[src/rtl/seq_watchdog.sv]
module seq_watchdog #(
  parameter int PRE_W       = 14,
  parameter int CNT_W       = 7,
  parameter int WTO_W       = 3,
  parameter int DIV         = 6,
  parameter int PULSE_TICKS = 16,
  parameter logic [7:0] KEY1 = 8'h1E,
  parameter logic [7:0] KEY2 = 8'hE1
) (
  input  logic       clk,
  input  logic       rst_n,
  input  logic       clk_sel,
  input  logic       dbl_speed,
  input  logic       wr_en,
  input  logic       wr_sel,
  input  logic [7:0] wr_data,
  output logic       wdt_rst
);
  localparam int DW = $clog2(DIV);
  localparam int PW = $clog2(PULSE_TICKS);

  logic             en, armed, ph, pulse;
  logic [WTO_W-1:0] wto;
  logic [PRE_W-1:0] pre;
  logic [CNT_W-1:0] cnt, mask;
  logic [DW-1:0]    div;
  logic [PW-1:0]    pcnt;

  wire fast      = dbl_speed & ~clk_sel;
  wire tick      = en & (fast | ph);
  wire pre_carry = tick & (&pre);
  wire expire    = pre_carry & ((cnt & mask) == mask);
  wire key_wr    = wr_en & wr_sel;
  wire kick      = key_wr & armed & (wr_data == KEY2);

  always_comb
    for (int i = 0; i < CNT_W; i++) mask[i] = (i < int'(wto));

  always_ff @(posedge clk or negedge rst_n) begin
    if (!rst_n) begin
      en <= 1'b0; armed <= 1'b0; ph <= 1'b0; pulse <= 1'b0;
      wto <= '0; pre <= '0; cnt <= '0; div <= '0; pcnt <= '0;
    end else if (pulse) begin
      en <= 1'b0; armed <= 1'b0; ph <= 1'b0;
      wto <= '0; pre <= '0; cnt <= '0;
      if (div == DW'(DIV - 1)) begin
        div <= '0;
        if (pcnt == PW'(PULSE_TICKS - 1)) pulse <= 1'b0;
        else pcnt <= pcnt + 1'b1;
      end else begin
        div <= div + 1'b1;
      end
    end else begin
      if (en)        ph  <= ~ph;
      if (tick)      pre <= pre + 1'b1;
      if (pre_carry) cnt <= cnt + 1'b1;
      if (wr_en && !wr_sel) wto <= wr_data[WTO_W-1:0];
      if (key_wr)    armed <= (wr_data == KEY1);
      if (kick) begin
        en <= 1'b1; ph <= 1'b0; pre <= '0; cnt <= '0;
      end
      if (expire) begin
        pulse <= 1'b1; div <= '0; pcnt <= '0; en <= 1'b0; armed <= 1'b0;
      end
    end
  end

  assign wdt_rst = pulse;
endmodule

[config.mk]
export PLATFORM = sky130hd
export DESIGN_NAME = seq_watchdog
export DESIGN_NICKNAME = d
export VERILOG_FILES = /design/src/rtl/seq_watchdog.sv
export SDC_FILE = /design/constraint.sdc
export NUM_CORES = 1
export LEC_CHECK = 0
export ABC_AREA = 1
export BUFFER_PORTS_ARGS = -buffer_cell sky130_fd_sc_hd__buf_2
export CAP_MARGIN = 20
export CORE_ASPECT_RATIO = 1.2
export CORE_MARGIN = 8
export CORE_UTILIZATION = 30
export CTS_CLUSTER_DIAMETER = 50
export DETAILED_ROUTE_END_ITERATION = 16
export PLACE_DENSITY = 0.53
export SYNTH_ARGS = -nofsm -noshare
export SYNTH_HDL_FRONTEND = slang
export SYNTH_SLANG_ARGS = --single-unit
[constraint.sdc]
create_clock -name clk -period 3.6 [get_ports clk]
set_input_delay 0.18 -clock clk [delete_from_list [all_inputs] [get_ports clk]]
set_output_delay 0.18 -clock clk [all_outputs]
set_load 0.02 [all_outputs]
==> flow_summary.yaml <==
drt:
  viasPerCell: 4.56
  routedWlPerCell_um: 11.3
  wl_met1_um: 1920
  dr.pass1.iters: 4
  drc: 0
  drtAntennaViolNets: 0
  dr_wl_met2_um: 2060
  vias: 1665
  met3_length_um: 88
  top_layer: "met4"
  wl_um: 4140
  first_iter_violations: 88
setup_path:
  crit_chain: "ha_1 > nand3_2 > nor2_4 > nand3_1 > o21bai_4 > nand2_4 > nand2_1 > nand2_1"
  path_delay_family: "simple AND/OR/NAND/NOR gates"
  timing.rr.end: "pcnt[1]$_DFFE_PN0P_"
  cp_slowest_cell: "dfrtp_1"
  regToRegSetupSlack_ps: 2020
  end_kind: "flop"
  arrival_ps: 1750
  cp_common_cell: "nand2_1"
  critPathMaxFanout: 7
  reg2reg_from: "pre[0]$_DFFE_PN0P_"
  cp.required_ps: 3770
  path_depth: 8
  path_class: "reg2reg"
  r2r_cells: 8
  cp_num_buf_inv: 0
  start_kind: "flop"
  cpPeakStageDelay_ps: 390
power_and_ir_drop:
  pwr-share-seq: 0.532
  p_int_uw: 638
  powerDensity_nw_per_um2: 396
  p_sw_uw: 274
  p_clk_frac: 0.306
  max-vdd-ir-drop_mv: 0.143
  power_switching_share: 0.300
  p_leak_uw: 0.00113
  combPwrFrac: 0.163
timing:
  finClkSkew_ps: 14.0
  worst_pin_slew_ps: 798
  slew_headroom: 0.468
  fmax_mhz: 633
  maxSlewViolCount: 0
  rsz0062_at_grt: "false"
  fin_crit_sh: 0.439
  fin_crit_ps: 1580
  fin_setup_tns_ps: 0
  hold-worst-slack_ps: -21.7
  setup_violations: 0
  hold_viol: 33
floorplan:
  die_w_um: 91.3
  die_h_um: 106
  dieArea_um2: 9710
  rows: 33
  core_um2: 6730
  start_util: 0.303
  ioPinCount: 15
outcome:
  violations: "negative hold slack"
  outcome: "finished with violations"
global_route:
  grt_pass1_vias: 1640
  grt_antenna_before_repair: 0
  grt_pass1_wl_um: 7490
  grt.total_usage: 0.0931
  grt_overflow: 0
  grt_max_degree: 36
finish:
  layout-drive-gt1-share: 0.183
  multi_input_area_um2: 991
  diodes: 0
  final_common_cell: "nand2_1"
  fin_area_um2: 2300
  num-nets-final: 294
  mostFrequentLayoutCells: "62 x nand2_1, 37 x inv_1, 35 x dfrtp_1, 18 x nor2_1, 16 x nand3_1"
  fin_cells: 365
  regArea_um2: 876
  n_fill_cell: 708
  area_growth_pct: 12.7
logic_synthesis:
  synthArstFlopShare: 1.00
  syn_nets: 274
  synth-edff-count: 0
  synth_cells: 257
  synth_seq_area_share: 0.429
  avgSynthCellArea_um2: 7.95
  netlist_area_um2: 2040
  ys.flop_type: "dfrtp_1"
  netlist-cell-type-count: 34
  ys_seq_elements: 35
  yosys_warnings: 0
clocking:
  root_buffer: "clkbuf_8"
  cts_hold_buf: 0
  clk_pin_slew_ps: 80
  post-cts-setup-buffers: 0
  h-tree-depth: 2
  clkLatencyLatePin_ps: 290
  tritoncts: "yes"
  numCtsBuffers: 5
  cts_resized: 0
  clock_sink_count: 35
  cts_buffer_depth: 2
placed_design:
  port_buffers: 14
  hpwl_um: 3120
  place.gp.congestion: 0.771
  placed_cell_area_um2: 2220
  dp.cells: 357
flow_run:
  maxCapViolations: 0
worst_hold_path:
  min_path_type: "in2async"
-- power by group through the flow --
stage	sequential (uW)	combinational, uW	clock, uW
global route	492	176	310
global placement	490	150	0
CTS	485	152	292
floorplan	481	114	0
finish	485	148	279
detailed placement	491	151	0
-- flip-flops by register name, indices dropped and copies added, names as in the netlist --
name	cells
pcnt	4
cnt	7
en	1
pre	14
wdt_rst	1
armed	1
wto	3
ph	1
div	3
-- logic make-up (layout without fill, tap and decap cells) --
kind of cell	after synthesis	count (layout)	synth area share
AO/OA/AOI/OAI	42	42	0.129
XOR/XNOR	7	7	0.0300
adder cells (fa/ha/maj)	3	3	0.0184
buffers and inverters	45	66	0.0858
flip-flops	35	35	0.429
AND/OR/NAND/NOR	125	125	0.308
-- cell type report --
type                    count  share of cell area
multi-input cells         177               0.431
well taps                  87              0.0473
inverters                  44              0.0740
clock buffers               6              0.0315
clock inverters             2             0.00544
repair buffers             14              0.0305
flip-flops and latches     35               0.381
-- per-stage QoR --
| stage | setup slack (ps) | util | power (uW) |
|---|---|---|---|
| CTS | 1990 | 0.342 | 929 |
| floorplan | 2210 | - | 595 |
| finish | 2020 | 0.342 | 912 |
| global placement | 2040 | 0.329 | 641 |
| global route | 1890 | 0.342 | 977 |
| detailed placement | 2010 | 0.329 | 642 |
-- synthesized netlist by cell type (2+ instances only) --
cell / n / area share
a21oi_1: 14 / 0.034
a31oi_1: 2 / 0.0061
dfrtp_1: 35 / 0.43
ha_1: 3 / 0.018
inv_1: 37 / 0.068
inv_2: 5 / 0.0092
inv_4: 2 / 0.0061
nand2_1: 62 / 0.11
nand2_2: 4 / 0.012
nand2_4: 4 / 0.022
nand3_1: 16 / 0.039
nand3b_1: 2 / 0.0074
nand4_1: 6 / 0.018
nor2_1: 18 / 0.033
nor2_2: 3 / 0.0092
nor2_4: 2 / 0.011
nor3_4: 2 / 0.016
o21ai_0: 10 / 0.025
o21ai_2: 5 / 0.021
o22ai_1: 5 / 0.015
or2_0: 2 / 0.0061
xnor2_1: 2 / 0.0086
xor2_1: 5 / 0.021
-- per-layer routing --
metal | track usage | vias up
li1 | - | 866
met4 | 0.0434 | 0
met1 | 0.114 | 776
met3 | 0.0162 | 6
met2 | 0.156 | 17
met5 | 0 | -
-- worst max-delay path by stage --
stage,startpoint,endpoint,slack [ps]
global route,pre[0]$_DFFE_PN0P_,pcnt[0]$_DFFE_PN0P_,1890
global placement,pre[0]$_DFFE_PN0P_,pcnt[1]$_DFFE_PN0P_,2040
floorplan,pre[0]$_DFFE_PN0P_,pcnt[2]$_DFFE_PN0P_,2210
detailed placement,pre[0]$_DFFE_PN0P_,pcnt[3]$_DFFE_PN0P_,2010
finish,pre[0]$_DFFE_PN0P_,pcnt[1]$_DFFE_PN0P_,2020
CTS,pre[0]$_DFFE_PN0P_,pcnt[1]$_DFFE_PN0P_,1990
Note: power is estimated with default switching activity, not from simulation.
